==> src/rtl/cp_ctrl_pkg.sv <==
package cp_ctrl_pkg;

  // Bit positions inside the control word; the engine-side decode depends on them.
  localparam int BIT_START  = 0;
  localparam int BIT_STOP   = 1;
  localparam int BIT_ENCON  = 2;
  localparam int BIT_ENCOFF = 3;
  localparam int BIT_KEYOK  = 4;
  localparam int BIT_LISTOK = 5;
  localparam int BIT_RSVD   = 6;
  localparam int BIT_RESET  = 7;

  // Order of the command pulse vector.
  localparam int PULSE_N      = 5;
  localparam int P_RESET      = 4;
  localparam int P_START      = 3;
  localparam int P_STOP       = 2;
  localparam int P_LISTOK     = 1;
  localparam int P_KEYOK      = 0;

  typedef struct packed {
    logic doReset;
    logic doStart;
    logic doStop;
    logic doListOk;
    logic doKeyOk;
    logic doEncOn;
    logic doEncOff;
  } cmdStrobes_t;

  typedef enum logic [1:0] {
    VID_PLAIN  = 2'b00,
    VID_CIPHER = 2'b01,
    VID_BLUE   = 2'b10
  } vidSel_e;

endpackage

==> src/rtl/cp_ctrl_decode.sv <==
module cp_ctrl_decode
  import cp_ctrl_pkg::*;
#(
  parameter int ADDR_W = 8,
  parameter int DATA_W = 8,
  parameter logic [ADDR_W-1:0] REG_ADDR = 8'hC3
) (
  input  logic [ADDR_W-1:0] regAddr,
  input  logic [DATA_W-1:0] regWrData,
  input  logic              regWrEn,
  output cmdStrobes_t       strobes
);

  logic hit;
  logic rstReq;

  assign hit    = regWrEn && (regAddr == REG_ADDR);
  assign rstReq = hit && regWrData[BIT_RESET];

  // Reset write masks every other bit; stop beats start; encrypt-off beats encrypt-on.
  always_comb begin
    strobes          = '0;
    strobes.doReset  = rstReq;
    if (hit && !rstReq) begin
      strobes.doStop   = regWrData[BIT_STOP];
      strobes.doStart  = regWrData[BIT_START] && !regWrData[BIT_STOP];
      strobes.doListOk = regWrData[BIT_LISTOK];
      strobes.doKeyOk  = regWrData[BIT_KEYOK];
      strobes.doEncOff = regWrData[BIT_ENCOFF];
      strobes.doEncOn  = regWrData[BIT_ENCON] && !regWrData[BIT_ENCOFF];
    end
  end

endmodule

==> src/rtl/cp_ctrl_state.sv <==
module cp_ctrl_state
  import cp_ctrl_pkg::*;
#(
  parameter int ADDR_W = 8,
  parameter int DATA_W = 8,
  parameter logic [ADDR_W-1:0] REG_ADDR = 8'hC3
) (
  input  logic              clk,
  input  logic              rstN,
  input  cmdStrobes_t       strobes,
  input  logic [ADDR_W-1:0] regAddr,
  input  logic              keyReady,
  input  logic              authDone,
  input  logic              alwaysEncrypt,
  output logic [PULSE_N-1:0] pulses,
  output logic              encryptOn,
  output logic [1:0]        videoSel,
  output logic [DATA_W-1:0] regRdData
);

  logic [PULSE_N-1:0] pulseNext;
  logic authEnabled;
  logic keyHeld;
  logic encStored;
  vidSel_e vidNow;

  assign pulseNext[P_RESET]  = strobes.doReset;
  assign pulseNext[P_START]  = strobes.doStart;
  assign pulseNext[P_STOP]   = strobes.doStop;
  assign pulseNext[P_LISTOK] = strobes.doListOk;
  assign pulseNext[P_KEYOK]  = strobes.doKeyOk;

  // One flop per command pulse.
  for (genvar i = 0; i < PULSE_N; i++) begin : g_pulse
    always_ff @(posedge clk or negedge rstN) begin
      if (!rstN) pulses[i] <= 1'b0;
      else       pulses[i] <= pulseNext[i];
    end
  end

  always_ff @(posedge clk or negedge rstN) begin
    if (!rstN) begin
      authEnabled <= 1'b0;
      keyHeld     <= 1'b0;
      encStored   <= 1'b0;
    end else if (strobes.doReset) begin
      authEnabled <= 1'b0;
      keyHeld     <= 1'b0;
      encStored   <= 1'b0;
    end else begin
      if (strobes.doStop)        authEnabled <= 1'b0;
      else if (strobes.doStart)  authEnabled <= 1'b1;
      if (strobes.doKeyOk)       keyHeld <= 1'b1;
      else if (keyReady)         keyHeld <= 1'b0;
      if (strobes.doEncOff)      encStored <= 1'b0;
      else if (strobes.doEncOn)  encStored <= 1'b1;
    end
  end

  assign encryptOn = encStored || alwaysEncrypt;

  always_comb begin
    if (!encryptOn)    vidNow = VID_PLAIN;
    else if (authDone) vidNow = VID_CIPHER;
    else               vidNow = VID_BLUE;
  end
  assign videoSel = vidNow;

  always_comb begin
    regRdData = '0;
    if (regAddr == REG_ADDR) begin
      regRdData[BIT_START] = authEnabled;
      regRdData[BIT_ENCON] = encryptOn;
      regRdData[BIT_KEYOK] = keyHeld;
    end
  end

  // key-ready with no new confirmation leaves the held bit clear.
  assert_key_clear_R6: assert property (@(posedge clk) disable iff (!rstN)
    (keyReady && !strobes.doKeyOk) |=> !keyHeld);

  // encoding of the video source.
  assert_vid_code_R8: assert property (@(posedge clk) disable iff (!rstN)
    (videoSel != 2'b11) && (!encryptOn -> videoSel == VID_PLAIN));

  assert_vid_cipher_R8: assert property (@(posedge clk) disable iff (!rstN)
    (encryptOn && authDone) |-> (videoSel == VID_CIPHER));

  // forced encryption.
  assert_force_enc_R9: assert property (@(posedge clk) disable iff (!rstN)
    alwaysEncrypt |-> encryptOn);

  // a reset write clears state one cycle later.
  assert_reset_clears_R2: assert property (@(posedge clk) disable iff (!rstN)
    strobes.doReset |=> (!authEnabled && !keyHeld && !encStored));

endmodule

==> src/rtl/cp_ctrl_top.sv <==
module cp_ctrl_top
  import cp_ctrl_pkg::*;
#(
  parameter int ADDR_W = 8,
  parameter int DATA_W = 8,
  parameter logic [ADDR_W-1:0] REG_ADDR = 8'hC3
) (
  input  logic              clk,
  input  logic              rstN,
  input  logic [ADDR_W-1:0] regAddr,
  input  logic [DATA_W-1:0] regWrData,
  input  logic              regWrEn,
  output logic [DATA_W-1:0] regRdData,
  input  logic              keyReady,
  input  logic              authDone,
  input  logic              alwaysEncrypt,
  output logic              cmdReset,
  output logic              cmdStart,
  output logic              cmdDisable,
  output logic              cmdListValid,
  output logic              cmdKeyValid,
  output logic              encryptOn,
  output logic [1:0]        videoSel
);

  cmdStrobes_t strobes;
  logic [PULSE_N-1:0] pulses;

  cp_ctrl_decode #(.ADDR_W(ADDR_W), .DATA_W(DATA_W), .REG_ADDR(REG_ADDR)) u_decode (
    .regAddr  (regAddr),
    .regWrData(regWrData),
    .regWrEn  (regWrEn),
    .strobes  (strobes)
  );

  cp_ctrl_state #(.ADDR_W(ADDR_W), .DATA_W(DATA_W), .REG_ADDR(REG_ADDR)) u_state (
    .clk          (clk),
    .rstN         (rstN),
    .strobes      (strobes),
    .regAddr      (regAddr),
    .keyReady     (keyReady),
    .authDone     (authDone),
    .alwaysEncrypt(alwaysEncrypt),
    .pulses       (pulses),
    .encryptOn    (encryptOn),
    .videoSel     (videoSel),
    .regRdData    (regRdData)
  );

  assign cmdReset     = pulses[P_RESET];
  assign cmdStart     = pulses[P_START];
  assign cmdDisable   = pulses[P_STOP];
  assign cmdListValid = pulses[P_LISTOK];
  assign cmdKeyValid  = pulses[P_KEYOK];

  logic wrHit;
  assign wrHit = regWrEn && (regAddr == REG_ADDR);

  // a reset pulse never travels with another command.
  assert_reset_alone_R2: assert property (@(posedge clk) disable iff (!rstN)
    cmdReset |-> !(cmdStart || cmdDisable || cmdListValid || cmdKeyValid));

  // stop and start in one write yields only the stop pulse.
  assert_stop_wins_R4: assert property (@(posedge clk) disable iff (!rstN)
    (wrHit && regWrData[BIT_START] && regWrData[BIT_STOP] && !regWrData[BIT_RESET])
      |=> (cmdDisable && !cmdStart));

  // without a write in the previous cycle no pulse is present.
  assert_no_stray_pulse_R11: assert property (@(posedge clk) disable iff (!rstN)
    !wrHit |=> !(cmdReset || cmdStart || cmdDisable || cmdListValid || cmdKeyValid));

  // command and reserved bits read 0; other addresses read 0.
  assert_read_zero_R10: assert property (@(posedge clk) disable iff (!rstN)
    (regRdData[7] == 1'b0) && (regRdData[6] == 1'b0) && (regRdData[5] == 1'b0) &&
    (regRdData[3] == 1'b0) && (regRdData[1] == 1'b0));

  assert_other_addr_R10: assert property (@(posedge clk) disable iff (!rstN)
    (regAddr != REG_ADDR) |-> (regRdData == '0));

endmodule

==> config.mk <==
export PLATFORM = sky130hd
export DESIGN_NAME = cp_ctrl_top
export DESIGN_NICKNAME = d
export VERILOG_FILES = /design/src/rtl/cp_ctrl_pkg.sv /design/src/rtl/cp_ctrl_decode.sv /design/src/rtl/cp_ctrl_state.sv /design/src/rtl/cp_ctrl_top.sv
export SDC_FILE = /design/constraint.sdc
export NUM_CORES = 1
export LEC_CHECK = 0
export BUFFER_PORTS_ARGS = -buffer_cell sky130_fd_sc_hd__buf_2
export CAP_MARGIN = 15
export CELL_PAD_IN_SITES_DETAIL_PLACEMENT = 0
export CELL_PAD_IN_SITES_GLOBAL_PLACEMENT = 1
export CORE_AREA = 8 8 51 53
export DETAILED_ROUTE_END_ITERATION = 6
export DIE_AREA = 0 0 59 61
export MAX_ROUTING_LAYER = met4
export PLACE_DENSITY_LB_ADDON = 0.1
export SLEW_MARGIN = 20
export SYNTH_ARGS = -nofsm -noshare
export SYNTH_HDL_FRONTEND = slang
export SYNTH_SLANG_ARGS = --single-unit
==> constraint.sdc <==
create_clock -name clk -period 3.9 [get_ports clk]
set_clock_uncertainty 0.1 [all_clocks]
set_input_delay 0.975 -clock clk [delete_from_list [all_inputs] [get_ports clk]]
set_output_delay 0.975 -clock clk [all_outputs]
set_load 0.03 [all_outputs]
==> results by stage, run 1 <==
Place:
- In this run the tool buffered the top-level ports with 31 buffer cells.
- At the end of routability-driven placement, the weighted congestion stood at 0.6708.
- OpenSTA, run right after detailed placement, puts the worst setup slack at 0.7063 ns.
- The HPWL after detailed placement is 1013 um.

Power:
- The total power divided by cell area is 285.3 mW/mm2.
- Across the VDD grid, the largest voltage drop is 0.08130 mV.
- The analysis attributes to net switching a power of 47.92 uW.
- The leakage component of the power is 0.3735 nW.
- The share of total power in sequential cells is 0.475.
- The share of total power dissipated in combinational logic is 0.182.
- Of the total power, the share spent switching nets is 0.2674.
- The internal power consumption is 131.3 uW.
- The clock group share of total power is 0.343.

Timing:
- In the finished design, the share of the clock period the worst path needs comes to 0.8148.
- For the final routed database, the setup TNS stands at 0 ns.
- Setup repair after global routing left no endpoint under its margin.
- The hold violation count in the final report is 0.
- Once routing completed, OpenROAD measured the worst setup slack at 0.7223 ns.
- The worst path needs 3.178 ns of the cycle, external delays included.
- Setup violations remaining at the end of the flow were counted as 0.
- The highest clock rate is 314.7 MHz.
- The total count of max-transition violations in the final report came to 0.

Floorplan:
- Row generation in the floorplan step produced 16 rows.
- The overall die area is 0.003599 mm2.
- The die width is 59 um.
- The total area inside the core boundary comes to 0.001842 mm2.
- For this configuration, the core starts out at a cell density of 0.2405.
- The chip height is 61 um.
- The I/O pin count is 38.

Logic synthesis:
- The share of the synthesized area in the top cell type is 0.4520.
- The Yosys step of the flow raised 0 warnings.
- The compound-cell area share of the yosys netlist is 0.07345.
- The total of flip-flops plus latches after synthesis is 8.
- The synthesized design contains 0 enable-type register cells.
- The flip-flop cell with the highest count after synthesis is sky130_fd_sc_hd__dfrtp_1.
- Synthesis instantiated 20 different standard cells from the library.
- The netlist area before placement is 442.9 um2.
- In the synthesized netlist the async set-or-reset flop fraction comes to 1.000.
- The mean cell area of the mapped netlist is 10.07 um2.
- Of the total synthesized cell area, the portion taken by AND, OR, NAND and NOR gates is 0.3305.
- By area, the combinational part of the netlist is dominated by simple AND/OR/NAND/NOR gates.
- Of the total synthesized cell area, the portion taken by full adders, half adders and majority gates is 0.
- The gate count after technology mapping is 44.
- Of all cell types, the one taking the most synthesized area is sky130_fd_sc_hd__dfrtp_1.
- In the post-synthesis netlist, the biggest area contributors are sky130_fd_sc_hd__dfrtp_1 (45%), sky130_fd_sc_hd__buf_4 (8.5%), sky130_fd_sc_hd__nor4_4 (4.8%).
- Of the total synthesized cell area, the portion taken by XOR and XNOR cells is 0.
- The multiplexer area fraction after synthesis is 0.
- The share of the yosys chip area belonging to registers is 0.4520.

Clock tree:
- The number of levels the H-tree was split into is 1.
- The post-CTS setup-driven buffer insertion count is 0.
- The tree is rooted in a sky130_fd_sc_hd__clkbuf_4.
- The count of instances resized after the clock tree is built is 0.
- The longest clock path from root to sink contains 2 buffers.
- The TritonCTS clock tree is built.
- The number of buffers inserted during clock tree synthesis is 3.
- The number of clock sinks is 8.
- After clock tree synthesis, the clock-pin slew on the worst setup and hold paths is 0.05 ns.
- Clock latency on the worst-skew pair, taken at its later pin, is 0.24 ns.
- After clock tree synthesis, the flow added hold-fix buffers numbering 0.

Critical path:
- The peak fanout along the critical path is 7.
- Data on the critical path arrives at its endpoint at 2.10 ns.
- The sort of element at the end of the critical path is a primary output.
- The required time at the worst-slack endpoint is 2.82 ns.
- The element type at the critical path start is an input pin.
- The critical path class is in -> out.

Global route:
- After global routing the overflow that remains totals 0.
- The via count of the first global-routing pass is 470.
- The number of antenna violations at the first check in global routing was 0.
- The first global-routing pass estimated 1994 um of wire.
- Across every metal layer, demand over resource in global routing totals 0.07548.
- The maximum number of pins on one net before global-route repair is 9.

Drt:
- The antenna violation net count after detailed routing is 0.
- Wires add up to 1194 um.
- The average wire per standard cell is 11.59 um.
- The DRC violation total after the first TritonRoute iteration is 0.
- The remaining routing DRC violations is 0.
- The average via count per standard cell is 3.961.
- The vias after detailed routing is 408.
- For this run, the detailed router's first-pass iteration total came to 1.

Finish:
- Summing all multi-input logic gate instances after layout gives 197.7 um2.
- Registers take 200.2 um2.
- Counting the fill cells in the layout gives 218.
- The final layout net count is 100.
- The number of antenna cells inserted is 0.
- Compared with the post-synthesis result, the final layout area differs by 41.81%.
- The share of cells above drive strength 1 is 0.5263.

Flow run:
- The max-capacitance violation count is 0.

Hold path:
- The tightest min-delay check is of the reg -> reg type.

Outcome:
- The flow ran to the end, and the final reports show no timing, DRC or antenna violations.
==> worst max-delay path, stage by stage <==
cell	delay, ns
sky130_fd_sc_hd__buf_2	0.11
sky130_fd_sc_hd__nor4_4	0.44
sky130_fd_sc_hd__and2_2	0.27
sky130_fd_sc_hd__and2_1	0.12
sky130_fd_sc_hd__buf_2	0.19
==> synth_stat cells (2+ instances only) <==
| library cell | number |
|---|---|
| sky130_fd_sc_hd__and3_1 | 3 |
| sky130_fd_sc_hd__nor2_1 | 5 |
| sky130_fd_sc_hd__buf_4 | 5 |
| sky130_fd_sc_hd__inv_1 | 5 |
| sky130_fd_sc_hd__dfrtp_1 | 8 |
| sky130_fd_sc_hd__a32oi_1 | 2 |
| sky130_fd_sc_hd__or2_2 | 2 |
| sky130_fd_sc_hd__nand4_1 | 2 |
==> layout by cell type (no fill, tap or decap), drive strengths merged <==
cell type / instances
a31oi: 1
a32oi: 2
a41oi: 1
and2: 2
and3: 3
and4: 1
buf: 31
clkbuf: 3
conb: 5
dfrtp: 8
inv: 5
nand2b: 1
nand4: 2
nand4b: 1
nor2: 5
nor2b: 1
nor3b: 1
nor4: 1
or2: 2
==> worst paths after layout <==
check                                     from                   to  slack (ns)  depth (start not counted)
max                                 regAddr[3]         regRdData[2]        0.72                          5
min                        u_state.authEnabled  u_state.authEnabled        0.42                          2
max reg2reg                  u_state.encStored    u_state.encStored        3.07                          2
min reg2reg                u_state.authEnabled  u_state.authEnabled        0.42                          2
max in group asynchronous                 rstN  u_state.authEnabled        3.08                          1
min in group asynchronous                 rstN    u_state.pulses[4]        0.46                          1
==> cell type report <==
class,count,share of cell area
clock buffers,3,0.03586
multi-input cells,29,0.3147
repair buffers,31,0.2470
flip-flops and latches,8,0.3187
well taps,27,0.05378
inverters,5,0.02988
==> flip-flops by register name (all words and copies together) (netlist names) <==
register	cells
u_state.authEnabled	1
u_state.encStored	1
u_state.keyHeld	1
u_state.pulses	5
==> power by group through the flow <==
stage | clock [mW] | combinational (mW) | sequential [mW]
after floorplan | 0 | 0.0201 | 0.0863
after global placement | 0 | 0.0329 | 0.0864
after detailed placement | 0 | 0.0330 | 0.0864
after CTS | 0.0640 | 0.0331 | 0.0851
after global routing | 0.0687 | 0.0360 | 0.0852
final | 0.0615 | 0.0327 | 0.0851
==> metrics by stage <==
stage | hold slack [ns] | area (um2) | utilization | power (mW) | std cells
3_5_place_dp | 0.4148 | 605.6 | 0.3288 | 0.1194 | 100
3_3_place_gp | 0.4050 | 605.6 | 0.3288 | 0.1193 | 100
5_1_grt | 0.4560 | 628.1 | 0.3410 | 0.1899 | 103
6_report | 0.4232 | 628.1 | 0.3410 | 0.1792 | 103
2_1_floorplan | 0.3828 | 457.9 | - | 0.1064 | 48
4_1_cts | 0.4279 | 628.1 | 0.3410 | 0.1822 | 103
==> cells by family (layout without fill, tap and decap cells) <==
family | count (synthesis) | in the layout
flip-flops | 8 | 8
buffers and inverters | 11 | 39
other | 1 | 5
AND/OR/NAND/NOR | 20 | 20
AO/OA/AOI/OAI | 4 | 4
==> per-layer routing <==
| layer | part of all wire | vias to the layer above | wire, um | GRT usage |
|---|---|---|---|---|
| met5 | 0 | - | 0 | - |
| met4 | 0.0034 | 0 | 4 | 0.04096 |
| met3 | 0.11 | 2 | 130 | 0.04237 |
| met2 | 0.48 | 22 | 577 | 0.1262 |
| met1 | 0.40 | 177 | 482 | 0.06731 |
| li1 | - | 207 | - | - |
Power figures use the tool's default switching activity.
==> run 2, diff against run 1 <==
--- a/config.mk
+++ b/config.mk
@@ -9,9 +9,9 @@
 export CAP_MARGIN = 15
 export CELL_PAD_IN_SITES_DETAIL_PLACEMENT = 0
 export CELL_PAD_IN_SITES_GLOBAL_PLACEMENT = 1
-export CORE_AREA = 8 8 51 53
+export CORE_AREA = 8 8 54 56
 export DETAILED_ROUTE_END_ITERATION = 6
-export DIE_AREA = 0 0 59 61
+export DIE_AREA = 0 0 62 64
 export MAX_ROUTING_LAYER = met4
 export PLACE_DENSITY_LB_ADDON = 0.1
 export SLEW_MARGIN = 20
==> constraint.sdc (replaced) <==
create_clock -name clk -period 2.9 [get_ports clk]
set_clock_uncertainty 0.1 [all_clocks]
set_input_delay 0.725 -clock clk [delete_from_list [all_inputs] [get_ports clk]]
set_output_delay 0.725 -clock clk [all_outputs]
set_load 0.03 [all_outputs]
==> run 2 against run 1 <==
Net effect:
- utilization fell by 3.5 points
- non-clock buffer count is 2 higher
- critical path depth did not move
- global-route usage is 0.24 points lower
- combinational power is 38% higher
- setup slack worse by 0.30 ns
==> results by stage, run 2 (same netlist as run 1, synthesis figures left out) <==
Place:
- The post-detailed-placement half-perimeter wirelength came to 1078 um (was 1013 um).
- The worst slack after detailed placement was 0.4034 ns (was 0.7063 ns).
- The routability-driven placement congestion ratio is 0.7116 (was 0.6708).
- The cell total after placement is 103 (was 100).
- The number of input and output port buffers inserted is 31 (unchanged).

Power:
- The share of total power consumed by net switching is 0.2653 (was 0.2674).
- The leakage component of the power came to 0.3842 nW (was 0.3735 nW).
- The share of total power in sequential cells is 0.474 (was 0.475).
- The combinational cell fraction of total power is 0.187 (was 0.182).
- The switching component of the power is 64.05 uW (was 47.92 uW).
- The total power divided by cell area is 374.7 mW/mm2 (was 285.3 mW/mm2).
- The worst-case vdd ir drop is 0.1037 mV (was 0.08130 mV).
- The clock group share of total power came to 0.339 (was 0.343).
- The internal power consumption is 177.4 uW (was 131.3 uW).

Critical path:
- The worst stage delay on the critical path is 0.27 ns (was 0.44 ns).
- The master of the slowest instance on the critical path is sky130_fd_sc_hd__nor4_4 (unchanged).
- The sort of element at the end of the critical path is a primary output (unchanged).
- The element type at the critical path start was an input pin (unchanged).
- The worst path arrival time is 1.65 ns (was 2.10 ns).
- The critical path class was in -> out (unchanged).
- The required time at the worst-slack endpoint was 2.08 ns (was 2.82 ns).
- The source of the worst register-to-register timing path is u_state.encStored (unchanged).
- Worst-path cell chain: buf_2, nor4_4, and2_2, and2_1, buf_2 (unchanged).
- The peak fanout along the critical path was 5 (was 7).
- The cell repeated most along the worst path is sky130_fd_sc_hd__buf_2 (unchanged).
- The origin of the worst setup path was regAddr[3] (unchanged).

Timing:
- The hold violation count in the final report came to 0 (unchanged).
- The worst hold slack after final layout is 0.2091 ns (was 0.4232 ns).
- The total count of max-transition violations in the final report came to 0 (unchanged).
- The final worst slack is 0.4255 ns (was 0.7223 ns).
- The sum of negative setup slack was 0 ns (unchanged).
- The time the final worst path needs with I/O delays and setup is 2.474 ns.
- The highest clock rate is 404.1 MHz.
- The number of endpoints failing setup at the final stage is 0 (unchanged).
- RSZ-0062 raised after global routing: false (unchanged).
- Dividing the final minimum period by the clock period gives 0.8533.

Finish:
- The most frequent standard cell in the layout excluding fill and tap cells is sky130_fd_sc_hd__buf_2 (unchanged).
- The flip-flop count of the largest register, all copies and words added is 5 (unchanged).
- The share of cells above drive strength 1 was 0.5385 (was 0.5263).
- The synthesis-to-layout area growth was 45.48% (was 41.81%).
- The final layout net count is 102 (was 100).
- The number of antenna cells inserted is 0 (unchanged).
- The final core utilization is 0.3060 (was 0.3410).
- Most frequent cells in the layout: sky130_fd_sc_hd__buf_2 (31), sky130_fd_sc_hd__dfrtp_1 (8), sky130_fd_sc_hd__inv_1 (5), sky130_fd_sc_hd__nor2_1 (5), sky130_fd_sc_hd__conb_1 (5) (unchanged).
- The largest register by flop count is u_state.pulses (unchanged).
- The final standard cell count with taps included and fillers excluded is 106 (was 103).

Global route:
- The overall overflow remaining after global route is 0 (unchanged).
- The maximum number of pins on one net before global-route repair came to 9 (unchanged).
- The number of antenna violations at the first check in global routing is 0 (unchanged).
- The global-route wire length before repair is 2097 um (was 1994 um).
- The via count of the first global-routing pass is 497 (was 470).
- The overall global routing resource usage is 0.07303 (was 0.07548).

Clock tree:
- The largest buffer count on any clock path is 2 (unchanged).
- The post-cts hold buffer count is 0 (unchanged).
- The number of buffers inserted during clock tree synthesis is 3 (unchanged).
- The clock slew at the register clock pins of the worst setup and hold paths was 0.05 ns (about the same).
- The cell at the root of the clock tree was sky130_fd_sc_hd__clkbuf_4 (unchanged).
- The post-CTS setup-driven buffer insertion count came to 0 (unchanged).
- The number of levels the H-tree was split into is 1 (unchanged).
- The TritonCTS clock tree is built (unchanged).
- The clock latency of the later-clocked register in the worst-skew pair is 0.25 ns (was 0.24 ns).
- The number of clock sinks is 8 (unchanged).
- The count of instances resized after the clock tree is built is 0 (unchanged).

Drt:
- The DRC violation total after the first TritonRoute iteration came to 6 (was 0).
- The average via count per standard cell is 3.868 (was 3.961).
- The average wire per standard cell is 11.77 um (was 11.59 um).
- The remaining routing DRC violations is 0 (unchanged).
- The total routed wirelength is 1248 um (was 1194 um).
- The vias after detailed routing is 410 (was 408).
- The antenna violation net count after detailed routing came to 0 (unchanged).
- The detailed-router iteration count before antenna repair is 4 (was 1).

Floorplan:
- The row count is 17 (was 16).
- The starting density of the core is 0.2103 (was 0.2405).
- The I/O pin count came to 38 (unchanged).
- The core area was 0.002106 mm2 (was 0.001842 mm2).
- The chip height came to 64 um (was 61 um).
- The die width is 62 um (was 59 um).
- The overall die area is 0.003968 mm2 (was 0.003599 mm2).

Flow run:
- The max-capacitance violation count is 0 (unchanged).

Hold path:
- The class of the tightest hold or removal check is in -> async (was reg -> reg).

Outcome:
- Result of the run: finished clean (unchanged).
## run 2: cell count changes in the layout (fill, tap and decap cells not counted)
cell                    previous run  this run
sky130_fd_sc_hd__buf_4             0         2
## run 2: worst paths after layout
path                       slack (ns)  depth (start not counted)             endpoint
setup / recovery                 0.43                          5         regRdData[2]
hold / removal                   0.21                          1  u_state.authEnabled
setup reg to reg                 2.07                          2    u_state.encStored
hold reg to reg                  0.41                          2  u_state.authEnabled
max in group asynchronous        2.33                          1    u_state.encStored
min in group clk                 0.41                          2  u_state.authEnabled
## run 2: critical path: cells and delay by family
kind | cells | cell delay (ns)
buffers and inverters | 2 | 0.30
AND/OR/NAND/NOR | 3 | 0.63
## run 2: per-stage QoR
step | cell area, um2 | power, mW
detailed placement | 621.8 | 0.1619
CTS | 644.4 | 0.2479
finish | 644.4 | 0.2414
global route | 644.4 | 0.2578
floorplan | 457.9 | 0.1431
global placement | 621.8 | 0.1618
## run 2: routing by layer
metal  GRT usage  share of wire
met2     0.09444           0.42
met3     0.04600           0.13
met5           -              0
met1     0.08180           0.45
met4     0.04274              0
## run 2: cell type report
type | count | area, um2
Fill cell | 230 | 1461
Sequential cell | 8 | 200.2
Multi-Input combinational cell | 29 | 197.7
Timing Repair Buffer | 33 | 170.2
Tap cell | 28 | 35.03
Clock buffer | 3 | 22.52
Inverter | 5 | 18.77
## run 2: power groups by stage
stage	sequential [mW]	clock (mW)	combinational [mW]
floorplan	0.116	0	0.0270
global placement	0.116	0	0.0455
detailed placement	0.116	0	0.0458
CTS	0.114	0.0879	0.0458
global route	0.114	0.0936	0.0498
finish	0.114	0.0819	0.0452
